### config.mk
export PLATFORM = sky130hd
export DESIGN_NAME = uart_regfront
export DESIGN_NICKNAME = d
export VERILOG_FILES = /design/src/rtl/uart_rf_pkg.sv /design/src/rtl/uart_rf_rx.sv /design/src/rtl/uart_rf_tx.sv /design/src/rtl/uart_rf_pin.sv /design/src/rtl/uart_regfront.sv
export SDC_FILE = /design/constraint.sdc
export NUM_CORES = 1
export LEC_CHECK = 0
export CORE_UTILIZATION = 40
export CTS_BUF_LIST = sky130_fd_sc_hd__clkbuf_8 sky130_fd_sc_hd__clkbuf_16
export CTS_CLUSTER_DIAMETER = 30
export DETAILED_ROUTE_END_ITERATION = 8
export PLACE_DENSITY = 0.74
export SYNTH_ARGS = -nofsm -noshare
export SYNTH_HDL_FRONTEND = slang
export SYNTH_SLANG_ARGS = --single-unit
### constraint.sdc
create_clock -name clk_i -period 5.1 [get_ports clk_i]
set_input_delay 1.275 -clock clk_i [delete_from_list [all_inputs] [get_ports clk_i]]
set_output_delay 1.275 -clock clk_i [all_outputs]
set_load 0.01 [all_outputs]
### src/rtl/uart_rf_pkg.sv
package uart_rf_pkg;
  localparam int unsigned DW = 8;
  localparam int unsigned AW = 2;

  typedef enum logic [AW-1:0] {
    A_STAT = 2'd0,
    A_MODE = 2'd1,
    A_CTL3 = 2'd2,
    A_DATA = 2'd3
  } addr_e;

  // rx flag vector positions
  localparam int unsigned NF_FLAGS = 5;
  localparam int unsigned F_RDRF = 0;
  localparam int unsigned F_OR   = 1;
  localparam int unsigned F_NF   = 2;
  localparam int unsigned F_FE   = 3;
  localparam int unsigned F_PF   = 4;

  // control-3 bit positions
  localparam int unsigned C_T8  = 0;
  localparam int unsigned C_DIR = 1;
  localparam int unsigned C_INV = 2;
  localparam int unsigned C_ORE = 3;
  localparam int unsigned C_NFE = 4;
  localparam int unsigned C_FEE = 5;
  localparam int unsigned C_PFE = 6;
  localparam int unsigned C_R8  = 7;

  // mode bit positions
  localparam int unsigned M_WIDE = 0;
  localparam int unsigned M_LOOP = 1;
  localparam int unsigned M_RSRC = 2;
  localparam int unsigned MODE_W = 3;
endpackage

### src/rtl/uart_rf_rx.sv
module uart_rf_rx
  import uart_rf_pkg::*;
#(
  parameter int unsigned W = DW
) (
  input  logic                clk_i,
  input  logic                rst_ni,
  input  logic                wide_i,
  input  logic                stat_rd_i,
  input  logic                data_rd_i,
  input  logic                rx_valid_i,
  input  logic [W:0]          rx_word_i,
  input  logic                rx_nf_i,
  input  logic                rx_fe_i,
  input  logic                rx_pf_i,
  output logic [W-1:0]        rx_byte_o,
  output logic                rx_ninth_o,
  output logic [NF_FLAGS-1:0] flags_o
);
  logic [NF_FLAGS-1:0] flags_q, flags_d, armed_q, armed_d;
  logic [W-1:0]        byte_q, byte_d;
  logic                ninth_q, ninth_d;

  always_comb begin
    flags_d = flags_q;
    armed_d = armed_q;
    byte_d  = byte_q;
    ninth_d = ninth_q;
    if (stat_rd_i) armed_d = flags_q;
    if (data_rd_i) begin
      flags_d = flags_q & ~armed_q;
      armed_d = '0;
    end
    if (rx_valid_i) begin
      if (flags_d[F_RDRF]) begin
        flags_d[F_OR] = 1'b1;
      end else begin
        byte_d  = rx_word_i[W-1:0];
        ninth_d = wide_i & rx_word_i[W];
        flags_d[F_RDRF] = 1'b1;
        flags_d[F_NF]   = flags_d[F_NF] | rx_nf_i;
        flags_d[F_FE]   = flags_d[F_FE] | rx_fe_i;
        flags_d[F_PF]   = flags_d[F_PF] | rx_pf_i;
      end
    end
  end

  always_ff @(posedge clk_i or negedge rst_ni) begin
    if (!rst_ni) begin
      flags_q <= '0;
      armed_q <= '0;
      byte_q  <= '0;
      ninth_q <= 1'b0;
    end else begin
      flags_q <= flags_d;
      armed_q <= armed_d;
      byte_q  <= byte_d;
      ninth_q <= ninth_d;
    end
  end

  assign rx_byte_o  = byte_q;
  assign rx_ninth_o = ninth_q;
  assign flags_o    = flags_q;


  overrun_keep_chk: assert property (@(posedge clk_i) disable iff (!rst_ni)
    rx_valid_i && flags_q[F_RDRF] && !data_rd_i |=> $stable(rx_byte_o) && flags_o[F_OR]);

  rdrf_clear_chk: assert property (@(posedge clk_i) disable iff (!rst_ni)
    $fell(flags_q[F_RDRF]) |-> $past(data_rd_i));

  narrow_ninth_chk: assert property (@(posedge clk_i) disable iff (!rst_ni)
    rx_valid_i && !wide_i && !flags_q[F_RDRF] && !data_rd_i |=> !rx_ninth_o);
endmodule

### src/rtl/uart_rf_tx.sv
module uart_rf_tx
  import uart_rf_pkg::*;
#(
  parameter int unsigned W = DW
) (
  input  logic         clk_i,
  input  logic         rst_ni,
  input  logic         wide_i,
  input  logic         t8_i,
  input  logic         stat_rd_i,
  input  logic         data_wr_i,
  input  logic [W-1:0] wdata_i,
  input  logic         tx_ready_i,
  output logic         tdre_o,
  output logic         tx_load_o,
  output logic [W:0]   tx_word_o
);
  logic         tdre_q, armed_q;
  logic [W:0]   buf_q;

  assign tx_load_o = !tdre_q && tx_ready_i;

  always_ff @(posedge clk_i or negedge rst_ni) begin
    if (!rst_ni) begin
      tdre_q  <= 1'b1;
      armed_q <= 1'b0;
      buf_q   <= '0;
    end else begin
      if (stat_rd_i && tdre_q) armed_q <= 1'b1;
      if (data_wr_i) begin
        // ninth bit captured with the byte
        buf_q <= {wide_i & t8_i, wdata_i};
        if (armed_q) begin
          tdre_q  <= 1'b0;
          armed_q <= 1'b0;
        end
      end else if (tx_load_o) begin
        tdre_q <= 1'b1;
      end
    end
  end

  assign tdre_o    = tdre_q;
  assign tx_word_o = buf_q;


  tdre_fall_chk: assert property (@(posedge clk_i) disable iff (!rst_ni)
    $fell(tdre_q) |-> $past(data_wr_i && armed_q));

  tdre_rise_chk: assert property (@(posedge clk_i) disable iff (!rst_ni)
    $rose(tdre_q) |-> $past(tx_load_o));

  load_pulse_chk: assert property (@(posedge clk_i) disable iff (!rst_ni)
    tx_load_o && !data_wr_i |=> !tx_load_o);
endmodule

### src/rtl/uart_rf_pin.sv
module uart_rf_pin (
  input  logic loop_i,
  input  logic rsrc_i,
  input  logic dir_i,
  input  logic inv_i,
  input  logic tx_line_i,
  input  logic txd_pin_i,
  input  logic rxd_i,
  output logic txd_o,
  output logic txd_oe_o,
  output logic rx_line_o
);
  logic single;
  assign single    = loop_i && rsrc_i;
  assign txd_o     = tx_line_i ^ inv_i;
  assign txd_oe_o  = single ? dir_i : 1'b1;
  always_comb begin
    if (!loop_i)     rx_line_o = rxd_i;
    else if (rsrc_i) rx_line_o = txd_pin_i;
    else             rx_line_o = tx_line_i;
  end
endmodule

### src/rtl/uart_regfront.sv
module uart_regfront
  import uart_rf_pkg::*;
(
  input  logic          clk_i,
  input  logic          rst_ni,
  input  logic          bus_sel_i,
  input  logic          bus_wr_i,
  input  logic [AW-1:0] bus_addr_i,
  input  logic [DW-1:0] bus_wdata_i,
  output logic [DW-1:0] bus_rdata_o,
  input  logic          rx_valid_i,
  input  logic [DW:0]   rx_word_i,
  input  logic          rx_nf_i,
  input  logic          rx_fe_i,
  input  logic          rx_pf_i,
  input  logic          tx_ready_i,
  output logic          tx_load_o,
  output logic [DW:0]   tx_word_o,
  input  logic          tx_line_i,
  output logic          txd_o,
  output logic          txd_oe_o,
  input  logic          txd_pin_i,
  input  logic          rxd_i,
  output logic          rx_line_o,
  output logic          irq_o
);
  localparam int unsigned CW = DW - 1;

  logic [MODE_W-1:0]   mode_q;
  logic [CW-1:0]       ctl_q;
  logic                stat_rd, data_rd, data_wr, mode_wr, ctl_wr;
  logic [NF_FLAGS-1:0] flags;
  logic [DW-1:0]       rx_byte;
  logic                rx_ninth, tdre;

  assign stat_rd = bus_sel_i && !bus_wr_i && bus_addr_i == A_STAT;
  assign data_rd = bus_sel_i && !bus_wr_i && bus_addr_i == A_DATA;
  assign data_wr = bus_sel_i &&  bus_wr_i && bus_addr_i == A_DATA;
  assign mode_wr = bus_sel_i &&  bus_wr_i && bus_addr_i == A_MODE;
  assign ctl_wr  = bus_sel_i &&  bus_wr_i && bus_addr_i == A_CTL3;

  always_ff @(posedge clk_i or negedge rst_ni) begin
    if (!rst_ni) begin
      mode_q <= '0;
      ctl_q  <= '0;
    end else begin
      if (mode_wr) mode_q <= bus_wdata_i[MODE_W-1:0];
      if (ctl_wr)  ctl_q  <= bus_wdata_i[CW-1:0];
    end
  end

  uart_rf_rx #(.W(DW)) i_rx (
    .clk_i, .rst_ni,
    .wide_i     (mode_q[M_WIDE]),
    .stat_rd_i  (stat_rd),
    .data_rd_i  (data_rd),
    .rx_valid_i, .rx_word_i, .rx_nf_i, .rx_fe_i, .rx_pf_i,
    .rx_byte_o  (rx_byte),
    .rx_ninth_o (rx_ninth),
    .flags_o    (flags)
  );

  uart_rf_tx #(.W(DW)) i_tx (
    .clk_i, .rst_ni,
    .wide_i    (mode_q[M_WIDE]),
    .t8_i      (ctl_q[C_T8]),
    .stat_rd_i (stat_rd),
    .data_wr_i (data_wr),
    .wdata_i   (bus_wdata_i),
    .tx_ready_i,
    .tdre_o    (tdre),
    .tx_load_o,
    .tx_word_o
  );

  uart_rf_pin i_pin (
    .loop_i (mode_q[M_LOOP]),
    .rsrc_i (mode_q[M_RSRC]),
    .dir_i  (ctl_q[C_DIR]),
    .inv_i  (ctl_q[C_INV]),
    .tx_line_i, .txd_pin_i, .rxd_i,
    .txd_o, .txd_oe_o, .rx_line_o
  );

  always_comb begin
    bus_rdata_o = '0;
    unique case (bus_addr_i)
      A_STAT: bus_rdata_o = {{(DW-NF_FLAGS-1){1'b0}}, flags, tdre};
      A_MODE: bus_rdata_o = {{(DW-MODE_W){1'b0}}, mode_q};
      A_CTL3: bus_rdata_o = {rx_ninth & mode_q[M_WIDE], ctl_q};
      A_DATA: bus_rdata_o = rx_byte;
      default: bus_rdata_o = '0;
    endcase
  end

  assign irq_o = (flags[F_OR] & ctl_q[C_ORE]) | (flags[F_NF] & ctl_q[C_NFE])
               | (flags[F_FE] & ctl_q[C_FEE]) | (flags[F_PF] & ctl_q[C_PFE]);
endmodule

==> Word level (Yosys, flattened, before mapping) <==
Index checks and enable logic that the tools add are counted.
{ "word_totals": {"register_bits": 40, "in_bits": 31, "out_inout_bits": 22, "wordCells": 63} }
{ "op_classes": {"eq_ne": 4, "mux": 16, "bitwise": 17, "reduce_logical": 17} }
{ "op_table": {"columns": ["op", "count"], "rows": [
  ["8-bit one-hot mux with 4 select lines", 1],
  ["5-bit 2-to-1 mux", 4],
  ["1-bit logical AND", 10],
  ["1-bit 2-to-1 mux", 10],
  ["1-bit bitwise AND", 7],
  ["1-bit OR", 6],
  ["5-bit bitwise AND", 1],
  ["5-bit NOT", 1],
  ["2-bit equality test (second input constant)", 2],
  ["2-bit AND reduction", 2],
  ["2-bit nonzero test", 2],
  ["3-bit 2-to-1 mux", 1],
  ["2-bit by 1-bit equality test with 1-bit output (second input constant)", 1],
  ["1-bit zero test", 2],
  ["2-bit zero test", 1],
  ["2-bit by 1-bit inequality test with 1-bit output (second input constant)", 1],
  ["1-bit NOT", 1],
  ["1-bit XOR", 1]
]} }

==> Longest topological paths before layout <==
Gate-level depths: netlist of the first run.
{ "depth": {"depth_word": 7, "mapped_depth": 5, "depth_no_buf": 3} }

==> Modules after synthesis <==
A second synthesis of the first run with hierarchy kept.
{ "unflattened": {"hier_cells": 136, "hier_area_um2": 1930.6} }
{ "modules_own_cells": {"columns": ["module", "n_inst", "cells_per_inst", "area_each_um2", "seq_area_each_um2"], "rows": [
  ["uart_rf_rx", 1, 54, 795.8, 475.5],
  ["uart_regfront", 1, 48, 651.9, 250.2],
  ["uart_rf_tx", 1, 29, 447.9, 276.5],
  ["uart_rf_pin", 1, 5, 35.0, 0.0]
]} }

==> Least setup slack after synthesis of the first run <==
Ideal clock, no wire load.
{ "synth_path": {"path_type": "input-to-output", "start": "input port bus_addr_i[0]", "end": "output port bus_rdata_o[0]", "arrival_time_ps": 2163, "t_required_ps": 3825, "slack_ps": 1662, "cell_stages": 3, "n_path_buf": 2, "cell_sequence": "buf_2 -> buf_1 -> mux4_2"} }
{ "synth_via": {"elab_chain_len": 2, "word_cells_on_any_way": 5, "classes_between": "3 x eq/ne; 1 x mux; 1 x reduce/logical"} }
{ "synth_rtl": {"columns": ["item", "line_no", "text"], "rows": [
  ["start: declaration", "uart_regfront.sv:8", "input logic [AW-1:0] bus_addr_i,"],
  ["2-bit equality test (tied with other cells)", "uart_regfront.sv:87", "unique case (bus_addr_i)"],
  ["8-bit one-hot mux with 4 select lines (*)", "uart_regfront.sv:87", null],
  ["end: declaration", "uart_regfront.sv:10", "output logic [DW-1:0] bus_rdata_o,"]
]} }
Every way passes the cells marked *; elsewhere a longest branch is shown, timed or not.

==> Worst setup path in the final report of the first run <==
{ "layout_path": {"start": "input port bus_addr_i[1]", "end": "output port bus_rdata_o[0]"} }
Same word-level chain as after synthesis.

==> PnR_summary.wiki, run 1 <==
{| class="wikitable"
! Metric !! Value
|-
| Sequential fraction of the synthesis area || 0.5322
|-
| Number of buffers added for setup after CTS || 0
|-
| Share of power burned in registers || 0.456
|-
| Internal power summed over all cells || 751.0 uW
|-
| Mean area per synthesized cell || about 13 um2
|-
| Root buffer cell || sky130_fd_sc_hd__clkbuf_8
|-
| Setup crit start kind || primary input
|-
| Final Max Tran Viols || 0
|-
| Syn nets || between 150 and 200
|-
| Max-Slew Margin vs Limit || 0.4114
|-
| Share of the core filled with cells || 0.5726
|-
| Classification of the worst-slack hold path || reg2reg
|-
| Standard cell core area || 0.004444 mm2
|-
| Die Ht || 70.61 um
|-
| Most common flop cell mapped by yosys || sky130_fd_sc_hd__dfrtp_1
|-
| Total wirelength of the detailed-routed design || roughly 4400 um
|-
| Leakage || about 0.0011 uW
|-
| RSZ-0062 raised after global routing || false
|-
| Worst vdd ir || 0.0002023 V
|-
| Initial antenna violation count || 0
|-
| Final hold violation count || 0
|-
| Clock Sink Count || 40
|-
| Worst-margin pin slew || a little under 900 ps
|-
| Via count || between 1000 and 1500
|-
| First-pass DRT Iterations || 6
|-
| TritonCTS Buffers || 5
|-
| Die Wd || 70.61 um
|-
| Final period demand of the worst path || 4472 ps
|-
| Overall track demand over capacity in global routing || 0.1951
|-
| Max clock buf depth || 2
|-
| DR vias/cell || 5.486
|-
| Floorplan row count || 24
|-
| Die Footprint || 0.004986 mm2
|-
| Post-route clock skew || 8.820 ps
|-
| Fraction of final layout cells sized beyond drive strength 1 || 0.2090
|-
| Required time of the worst setup path || 3830 ps
|-
| Remaining DRCs || 6
|-
| Number of flops mapped to enable cells by yosys || 0
|-
| Number of design-rule violations left by the first detailed-router iteration || 151
|-
| Violated checks || design-rule violations
|-
| Kind of capture point of the worst setup path || output pin
|-
| Status || finished with violations
|-
| Overall power after layout || approximately 1000 uW
|-
| Cell area after synthesis || about 0.0019 mm2
|-
| Number of distinct library cells after synthesis || 30
|-
| Pin count of the biggest net entering global routing || 41
|-
| Post-cts repair resize count || 0
|-
| Total of flip-flops plus latches after synthesis || 40
|-
| Maximum fanout encountered on the critical timing path || 14
|-
| Power dissipated by switching net loads || 296.4 uW
|-
| Initial Util || 0.4237
|-
| Final clock period utilization by the worst path || 0.8768
|-
| Number of cells produced by synthesis || between 100 and 150
|-
| Net switching share of the total power || 0.2830
|-
| Power density over the cells || 411.6 mW/mm2
|-
| Area added between synthesis and finish || 35.15%
|-
| Clock insertion delay at the later pin of the skew report || approximately 300 ps
|-
| Accumulated negative setup slack || 0 ps
|-
| Final setup vio count || 0
|-
| Average detailed-routed wire length per instance || 17.43 um
|-
| Total overflow reported by the global router || 0
|-
| Wire length of the first global-routing pass || between 7000 and 8000 um
|-
| Final HPWL from detailed placement || 3147 um
|-
| Vias in the first global route || 1422
|-
| Max Fclk || 223.6 MHz
|-
| Relative contribution of the clock network to total power || 0.255
|-
| # hold bufs at CTS || 0
|-
| Start-to-end type of the worst setup path || in2out
|-
| Count of buffers from port buffering || 52
|-
| Share of flip-flops with an asynchronous set or reset || 1.000
|-
| Diode insertion count for antenna repair || 0
|-
| Routability congestion estimate || 0.8861
|-
| Count of pins on the block boundary || 53
|-
| Layout Nets || 231
|-
| Max_cap viols || 0
|-
| Level count of the clock H-tree || 2
|-
| CTS tree || yes
|-
| Combinational cell fraction of total power || 0.289
|-
| Clock slew at reported path FFs || 90 ps
|-
| Count of synthesis-stage warnings from yosys || 0
|-
| Antenna Violating Nets Remaining || 0
|-
| Critical path data arrival time || approximately 3200 ps
|}
-- cells in the final DEF, fill, tap and decap left out --
| cell type | instances |
|---|---|
| sky130_fd_sc_hd__clkinv_1 | 1 |
| sky130_fd_sc_hd__o2bb2ai_1 | 8 |
| sky130_fd_sc_hd__mux4_2 | 3 |
| sky130_fd_sc_hd__a31oi_1 | 6 |
| sky130_fd_sc_hd__nand3_1 | 2 |
| sky130_fd_sc_hd__clkbuf_8 | 5 |
| sky130_fd_sc_hd__inv_1 | 4 |
| sky130_fd_sc_hd__a22o_1 | 2 |
| sky130_fd_sc_hd__a21bo_2 | 1 |
| sky130_fd_sc_hd__and2_1 | 5 |
| sky130_fd_sc_hd__a31o_2 | 1 |
| sky130_fd_sc_hd__dfrtp_1 | 39 |
| sky130_fd_sc_hd__a21oi_1 | 4 |
| sky130_fd_sc_hd__nor2_1 | 4 |
| sky130_fd_sc_hd__nor2b_1 | 3 |
| sky130_fd_sc_hd__mux2i_1 | 6 |
| sky130_fd_sc_hd__bufinv_16 | 1 |
| sky130_fd_sc_hd__nand3b_1 | 1 |
| sky130_fd_sc_hd__clkinvlp_4 | 1 |
| sky130_fd_sc_hd__buf_4 | 1 |
| sky130_fd_sc_hd__a22oi_1 | 2 |
| sky130_fd_sc_hd__dfstp_2 | 1 |
| sky130_fd_sc_hd__nand4_1 | 3 |
| sky130_fd_sc_hd__and4b_1 | 1 |
| sky130_fd_sc_hd__nand2_1 | 11 |
| sky130_fd_sc_hd__a32o_1 | 1 |
| sky130_fd_sc_hd__xor2_1 | 1 |
| sky130_fd_sc_hd__a31o_1 | 1 |
| sky130_fd_sc_hd__inv_6 | 1 |
| sky130_fd_sc_hd__mux2_4 | 7 |
| sky130_fd_sc_hd__clkdlybuf4s50_1 | 51 |
| sky130_fd_sc_hd__o21ai_0 | 3 |
| sky130_fd_sc_hd__mux2_2 | 19 |
| sky130_fd_sc_hd__buf_2 | 1 |
-- power groups by stage --
stage,logic (uW),clock network [uW],registers (uW)
3_3_place_gp,294,0,481
2_1_floorplan,164,0,467
5_1_grt,326,285,489
6_report,303,267,478
4_1_cts,306,270,478
3_5_place_dp,303,0,482
-- registers in the layout, indices dropped and copies added, names as in the netlist --
name,count
i_tx.tx_word_o,9
i_rx.rx_byte_o,8
ctl_q,7
i_rx.armed_q,5
i_rx.flags_o,5
mode_q,3
i_rx.rx_ninth_o,1
i_tx.armed_q,1
i_tx.tdre_o,1
-- routing by layer --
metal | GRT usage | vias to the layer above | part of all wire
li1 | - | 643 | -
met1 | 0.2646 | 691 | 0.45
met2 | 0.3053 | 50 | 0.48
met3 | 0.06268 | 4 | 0.056
met4 | 0.05333 | 0 | 0.010
met5 | 0 | - | 0
-- path summary, 6_finish.rpt --
check,from,end,slack (ps),cells after the start
max in group asynchronous,rst_ni,i_rx.rx_byte_o[5],3450,1
min in group asynchronous,rst_ni,i_rx.flags_o[3],1090,1
worst min register to register,i_tx.armed_q,i_tx.tdre_o,450,1
worst max register to register,i_rx.flags_o[0],i_rx.rx_byte_o[7],3440,3
worst min-delay path,i_tx.armed_q,i_tx.tdre_o,450,1
worst max-delay path,bus_addr_i[1],bus_rdata_o[0],630,3
-- cell usage after synthesis (4+ instances only) --
| master | count | share of area |
|---|---|---|
| sky130_fd_sc_hd__a21oi_1 | 4 | 0.011 |
| sky130_fd_sc_hd__a31oi_1 | 6 | 0.020 |
| sky130_fd_sc_hd__nand2_1 | 11 | 0.022 |
| sky130_fd_sc_hd__mux2_2 | 19 | 0.11 |
| sky130_fd_sc_hd__nor2_1 | 4 | 0.0080 |
| sky130_fd_sc_hd__inv_1 | 4 | 0.0080 |
| sky130_fd_sc_hd__mux2_4 | 7 | 0.056 |
| sky130_fd_sc_hd__o2bb2ai_1 | 8 | 0.037 |
| sky130_fd_sc_hd__dfrtp_1 | 39 | 0.52 |
| sky130_fd_sc_hd__and2_1 | 5 | 0.017 |
| sky130_fd_sc_hd__mux2i_1 | 6 | 0.032 |
-- cell type report --
| cell class | count | area [um2] |
|---|---|---|
| sequential | 40 | 1002 |
| multi-input combinational | 95 | 820.8 |
| clock inverter | 3 | 46.29 |
| fill | 387 | 1899 |
| tap | 52 | 65.06 |
| clock buffer | 5 | 68.82 |
| timing repair buffer | 53 | 523.0 |
| inverter | 5 | 18.77 |
-- through the flow --
stage               worst slack (ps)  instances  hold slack (ps)  cell area (um2)
finish                         628.2        253            447.6             2545
detailed placement             643.1        245            435.7             2430
global placement               657.9        245            429.9             2430
floorplan                       1662        146            405.9             1883
global route                   516.3        253            474.9             2545
CTS                            640.7        253            451.0             2545
-- cell families (layout without fill, tap and decap cells) --
kind of cell    after synthesis  count (layout)  synth area share
simple gates                 30              30           0.08107
buf+inv                      11              66           0.03188
xor+xnor                      1               1          0.004652
compound gates               29              29            0.1130
mux                          35              35            0.2372
flops                        40              40            0.5322
-- critical path: stages --
cell	delay [ps]
sky130_fd_sc_hd__clkdlybuf4s50_1	830
sky130_fd_sc_hd__mux4_2	580
sky130_fd_sc_hd__clkdlybuf4s50_1	510
Power figures use the tool's default switching activity.
==> run 2, diff against run 1 <==
CTS_CLUSTER_DIAMETER = 120   (was 30)
PLACE_DENSITY = 0.73   (was 0.74)
SYNTH_HIERARCHICAL = 1   (was unset)
==> run 2 against run 1 <==
Net effect:
- design area is 1.8% higher
- first-iteration DRC count is 68% lower
- the flow now finishes without violations
- combinational power is 2% lower
- largest cell class unchanged
- critical path depth stayed put
==> PnR_summary.wiki, run 2 <==
{| class="wikitable"
! Metric !! Value
|-
| Antenna Violating Nets Remaining || 0
|-
| Biggest area consumer among synthesized cells || sky130_fd_sc_hd__dfrtp_1
|-
| Worst-margin pin slew || 1066 ps
|-
| Remaining DRCs || 0
|-
| Area fraction in and, or, nand and nor cells after synthesis || 0.09268
|-
| DR vias/cell || 5.245
|-
| Share of the core filled with cells || 0.5753
|-
| Critical path data arrival time || between 3000 and 4000 ps
|-
| Max-Slew Margin vs Limit || 0.2839
|-
| Max Fclk || 227.9 MHz
|-
| Leakage || 0.001127 uW
|-
| CTS tree || yes
|-
| Max clock buf depth || 2
|-
| Final clock period utilization by the worst path || 0.8604
|-
| Layout filler cell count || 361
|-
| Top library cells by usage in the layout, fill and taps aside || 51 x sky130_fd_sc_hd__clkdlybuf4s50_1, 39 x sky130_fd_sc_hd__dfrtp_1, 15 x sky130_fd_sc_hd__mux2_4
|-
| Layout Nets || 223
|-
| Count of buffers from port buffering || 52
|-
| Count of cells along the worst register-to-register path || 3
|-
| Total overflow reported by the global router || 0
|-
| Clock Sink Count || 40
|-
| Max FFs per register || 9
|-
| Power density over the cells || 398.2 mW/mm2
|-
| Count of pins on the block boundary || 53
|-
| Clock slew at reported path FFs || 90 ps
|-
| RSZ-0062 raised after global routing || false
|-
| Routability congestion estimate || 0.7972
|-
| Post-route clock skew || 9.687 ps
|-
| First-pass DRT Iterations || 4
|-
| Status || completed
|-
| Floorplan row count || 24
|-
| Area added between synthesis and finish || 34.22%
|-
| Depth of the worst hold-timing path || 1
|-
| Fraction of final layout cells sized beyond drive strength 1 || 0.2642
|-
| Initial antenna violation count || 0
|-
| Maximum fanout encountered on the critical timing path || 9
|-
| Share of flip-flops with an asynchronous set or reset || 1.000
|-
| Required time of the worst setup path || 3830 ps
|-
| Number of design-rule violations left by the first detailed-router iteration || approximately 50
|-
| Post-cts repair resize count || 0
|-
| Max_cap viols || 0
|-
| # hold bufs at CTS || 0
|-
| Most used standard cells in the synthesized netlist || 39 x sky130_fd_sc_hd__dfrtp_1, 15 x sky130_fd_sc_hd__mux2_4, 14 x sky130_fd_sc_hd__mux2_2
|-
| Count of synthesis-stage warnings from yosys || 6
|-
| Commonest non-fill, non-tap cell in the layout || sky130_fd_sc_hd__clkdlybuf4s50_1
|-
| Largest family of logic cells by synthesized area || multiplexers
|-
| Overall track demand over capacity in global routing || 0.1698
|-
| Average detailed-routed wire length per instance || approximately 17 um
|-
| Start-to-end type of the worst setup path || in2out
|-
| Clock insertion delay at the later pin of the skew report || 300 ps
|-
| Diode insertion count for antenna repair || 0
|-
| Synth top area cells || sky130_fd_sc_hd__dfrtp_1 51%, sky130_fd_sc_hd__mux2_4 12%, sky130_fd_sc_hd__mux2_2 8.2%, sky130_fd_sc_hd__mux2i_1 4.1%, sky130_fd_sc_hd__mux4_1 4.1%
|-
| Standard cell core area || 0.004504 mm2
|-
| Worst vdd ir || 0.0003017 V
|-
| Vias in the first global route || 1357
|-
| Final setup vio count || 0
|-
| Synth Area in Compound Gates || 0.06740
|-
| Fraction of synthesized cell area in xor and xnor cells || 0.004537
|-
| Mux share of post-synthesis cell area || 0.2806
|-
| Classification of the worst-slack hold path || reg2reg
|-
| Syn nets || 167
|-
| Number of cells produced by synthesis || 136
|-
| Sequential fraction of the synthesis area || 0.5191
|-
| Cell area after synthesis || 0.001931 mm2
|-
| Die Footprint || 0.005109 mm2
|-
| Adder-cell area share of the yosys netlist || 0
|-
| Initial Util || 0.4286
|-
| Level count of the clock H-tree || 2
|-
| Root buffer cell || sky130_fd_sc_hd__clkbuf_8
|-
| Final Max Tran Viols || 0
|-
| Final HPWL from detailed placement || roughly 2800 um
|-
| Final period demand of the worst path || 4388 ps
|-
| Number of buffers added for setup after CTS || 0
|-
| Setup crit start kind || primary input
|-
| Most frequent cell after synthesis || sky130_fd_sc_hd__dfrtp_1
|-
| Mean area per synthesized cell || 14.20 um2
|-
| TritonCTS Buffers || 5
|-
| Via count || around 1300
|-
| Final hold violation count || 0
|-
| Number of distinct library cells after synthesis || 31
|-
| Number of flops mapped to enable cells by yosys || 0
|-
| Total wirelength of the detailed-routed design || 4086 um
|-
| Die Ht || 71.48 um
|-
| Accumulated negative setup slack || 0 ps
|-
| Total of flip-flops plus latches after synthesis || 40
|-
| Most common flop cell mapped by yosys || sky130_fd_sc_hd__dfrtp_1
|-
| Kind of capture point of the worst setup path || output pin
|-
| Top cell type's share of synthesized area || 0.5055
|-
| Die Wd || 71.48 um
|-
| Pin count of the biggest net entering global routing || just over 40
|-
| Wire length of the first global-routing pass || 6672 um
|}
run 2: kinds of logic after synthesis:
family | count (synthesis)
and+or+nand+nor | 31
AOI/OAI and AO/OA | 15
muxes | 40
xor gates and xnor gates | 1
DFF | 40
buffers and inverters | 9
run 2: per-layer routing:
| layer | wire length (um) | part of all wire | GRT usage | vias up |
|---|---|---|---|---|
| li1 | - | - | - | 602 |
| met1 | 1793 | 0.44 | 0.2131 | 625 |
| met2 | 1998 | 0.49 | 0.2847 | 52 |
| met3 | 242 | 0.059 | 0.05063 | 6 |
| met4 | 52 | 0.013 | 0.05229 | 0 |
| met5 | 0 | 0 | 0 | - |
run 2: area by class of cell:
class	instances	area [um2]	area share
clock buffer	5	68.82	0.02656
clock inverter	3	46.29	0.01787
inverter	3	11.26	0.004346
multi-input combinational	87	859.6	0.3317
sequential	40	1002	0.3868
tap	52	65.06	0.02511
timing repair buffer	55	538.0	0.2076
run 2: worst max-delay path, stage by stage:
cell                              delay, ps
sky130_fd_sc_hd__clkdlybuf4s50_1        730
sky130_fd_sc_hd__mux4_1                 620
sky130_fd_sc_hd__clkdlybuf4s50_1        490
run 2: final timing paths:
check | start | to | slack [ps]
max | bus_addr_i[0] | bus_rdata_o[1] | 710
min | i_tx/armed_q | i_tx/tdre_o | 460
max reg2reg | i_rx/flags_o[0] | i_rx/rx_byte_o[1] | 3620
min reg2reg | i_tx/armed_q | i_tx/tdre_o | 460
max in group asynchronous | rst_ni | i_tx/tx_word_o[4] | 3440
min in group asynchronous | rst_ni | ctl_q[2] | 1090
run 2: report_power, final:
| group | switching, uW | internal, uW |
|---|---|---|
| registers | 65.9 | 406 |
| clock network | 117 | 147 |
| logic | 96.3 | 200 |
| total | 279 | 753 |
run 2: per-stage QoR:
stage          instance area [um2]  total power [uW]  cells  hold WS [ps]  setup slack (ps)
6_report                      2591              1032    245         464.4             712.1
3_5_place_dp                  2476             774.9    237         450.0             722.1
5_1_grt                       2591              1091    245         484.2             657.0
2_1_floorplan                 1931             629.6    136         429.9              1902
4_1_cts                       2591              1042    245         462.0             716.7
3_3_place_gp                  2476             764.6    237         443.2             760.4
==> run 3, diff against run 2 <==
CORE_UTILIZATION = 51   (was 40)
PLACE_DENSITY = 0.89   (was 0.73)
==> run 3 against run 2 <==
Net effect:
- setup slack lost 200 ps
- global-route usage increased by 5.2 points
- cell count down 2.9%
- routed wire length is 0.95% lower
- die area fell by 21%
- maximum frequency down 4.4%
- non-clock buffer count is 1 lower
- largest cell class unchanged
==> PnR_summary.wiki, run 3 (same netlist as run 2, synthesis figures left out) <==
{| class="wikitable"
! Metric !! Value
|-
| Clock slew at reported path FFs || 70 ps
|-
| Floorplan row count || 21
|-
| Depth of the worst hold-timing path || 1
|-
| Share of power burned in registers || 0.452
|-
| Final setup vio count || 0
|-
| Remaining DRCs || 0
|-
| Critical path's most frequent cell || sky130_fd_sc_hd__clkdlybuf4s50_1
|-
| Clock insertion delay at the later pin of the skew report || 290 ps
|-
| Count of cells along the worst register-to-register path || 3
|-
| Total area of sequential cells || 0.001002 mm2
|-
| Biggest cell delay along the critical path || roughly 900 ps
|-
| Post-cts repair resize count || 0
|-
| CTS tree || yes
|-
| RSZ-0062 raised after global routing || false
|-
| Status || completed
|-
| Clock Sink Count || 40
|-
| Area added between synthesis and finish || 34.02%
|-
| Root buffer cell || sky130_fd_sc_hd__clkbuf_8
|-
| Final HPWL from detailed placement || around 2900 um
|-
| Setup crit start kind || primary input
|-
| Total non-filler cell area in the finished layout || 0.002587 mm2
|-
| Total wirelength of the detailed-routed design || 4047 um
|-
| Power density over the cells || 405.9 mW/mm2
|-
| Max clock buf depth || 2
|-
| Start-to-end type of the worst setup path || in2out
|-
| Combinational cell fraction of total power || 0.285
|-
| Cell with the largest stage delay on the worst path || sky130_fd_sc_hd__clkdlybuf4s50_1
|-
| Fraction of final layout cells sized beyond drive strength 1 || 0.2604
|-
| Final hold violation count || 0
|-
| R2R Path Start || i_rx/flags_o[0]
|-
| Pin count of the biggest net entering global routing || 41
|-
| Standard cell core area || between 0.003 and 0.004 mm2
|-
| Layout Nets || 222
|-
| Number of design-rule violations left by the first detailed-router iteration || 59
|-
| Worst-margin pin slew || 1102 ps
|-
| Routability congestion estimate || just over 0.8
|-
| Post-route clock skew || 3.873 ps
|-
| Final Max Tran Viols || 0
|-
| DP Area || 0.002461 mm2
|-
| Final period demand of the worst path || 4589 ps
|-
| First-pass DRT Iterations || 4
|-
| Kind of capture point of the worst setup path || output pin
|-
| Classification of the worst-slack hold path || reg2reg
|-
| Antenna Violating Nets Remaining || 0
|-
| Max-Slew Margin vs Limit || 0.2596
|-
| Die Footprint || 0.004035 mm2
|-
| Level count of the clock H-tree || 2
|-
| Worst Hold Launch || i_tx/armed_q
|-
| Via count || 1293
|-
| Accumulated negative setup slack || 0 ps
|-
| Number of buffers added for setup after CTS || 0
|-
| Maximum fanout encountered on the critical timing path || 14
|-
| Vias in the first global route || 1376
|-
| Max_cap viols || 0
|-
| Count of buffers from port buffering || 52
|-
| Die Wd || 63.53 um
|-
| Setup crit start || bus_addr_i[0]
|-
| Layout filler cell count || about 240
|-
| Count of pins on the block boundary || between 50 and 60
|-
| Wire length of the first global-routing pass || 6727 um
|-
| Worst vdd ir || 0.0002785 V
|-
| Total overflow reported by the global router || 0
|-
| Power dissipated by switching net loads || 272.1 uW
|-
| Share of the core filled with cells || 0.7460
|-
| Die Ht || 63.53 um
|-
| Combined area of the multi-input logic cells || 859.6 um2
|-
| Max FFs per register || 9
|-
| Internal power summed over all cells || 778.1 uW
|-
| Max Fclk || 217.9 MHz
|-
| Top library cells by usage in the layout, fill and taps aside || 51 x sky130_fd_sc_hd__clkdlybuf4s50_1, 39 x sky130_fd_sc_hd__dfrtp_1, 15 x sky130_fd_sc_hd__mux2_4
|-
| # hold bufs at CTS || 0
|-
| Commonest non-fill, non-tap cell in the layout || sky130_fd_sc_hd__clkdlybuf4s50_1
|-
| Initial Util || 0.5566
|-
| TritonCTS Buffers || 5
|-
| DR vias/cell || 5.433
|-
| Diode insertion count for antenna repair || 0
|-
| Cell-by-cell trace of the critical path || clkdlybuf4s50_1 -> mux4_1 -> clkdlybuf4s50_1
|-
| Critical path data arrival time || 3310 ps
|-
| Final clock period utilization by the worst path || 0.8997
|-
| Overall track demand over capacity in global routing || 0.2217
|-
| Leakage || 0.001132 uW
|-
| Required time of the worst setup path || roughly 3800 ps
|-
| Initial antenna violation count || 0
|-
| Net switching share of the total power || 0.2591
|-
| Average detailed-routed wire length per instance || 17.00 um
|-
| Relative contribution of the clock network to total power || 0.264
|}
==> run 3: cell types whose count changed in the layout (fill, tap and decap cells not counted), sizes merged <==
cell      before  now
clkinvlp       1    0
clkbuf         5    7
inv            4    3
buf            4    3
==> run 3: worst paths after layout <==
kind                                      to  slack (ps)
min reg2reg                      i_tx/tdre_o         450
max                           bus_rdata_o[1]         510
min in group asynchronous  i_rx/rx_byte_o[1]        1090
min                              i_tx/tdre_o         450
max in group asynchronous  i_tx/tx_word_o[5]        3480
max reg2reg                i_rx/rx_byte_o[1]        3650
==> run 3: routing by layer <==
metal | vias up | routed length, um | global-route usage | share of wire
met5 | - | 0 | 0 | 0
met4 | 0 | 65 | 0.08807 | 0.016
met2 | 49 | 1988 | 0.3644 | 0.49
met3 | 9 | 231 | 0.05797 | 0.057
met1 | 639 | 1762 | 0.2770 | 0.44
li1 | 596 | - | - | -
==> run 3: power groups by stage <==
stage / clock [uW] / sequential [uW] / combinational (uW)
6_report: 277 / 474 / 299
5_1_grt: 295 / 483 / 322
4_1_cts: 283 / 474 / 302
3_5_place_dp: 0 / 478 / 301
3_3_place_gp: 0 / 472 / 289
2_1_floorplan: 0 / 464 / 166
==> run 3: critical path, delay by kind of cell <==
kind	cells	cell delay, ps
buffers and inverters	2	1390
multiplexers	1	640
==> run 3: cell type report <==
type | instances | area share
sequential | 40 | 0.3873
tap | 46 | 0.02224
timing repair buffer | 54 | 0.2050
inverter | 3 | 0.004352
multi-input combinational | 87 | 0.3322
clock inverter | 1 | 0.01161
clock buffer | 7 | 0.03723
==> run 3: metrics by stage <==
stage	setup WS (ps)	hold slack, ps	total power, uW	instances
after floorplan	1902	429.9	629.6	136
after global placement	578.9	443.0	760.7	230
after detailed placement	520.8	450.1	779.0	230
after CTS	522.1	460.4	1060	238
after global routing	431.1	486.1	1100	238
final	511.4	451.1	1050	238
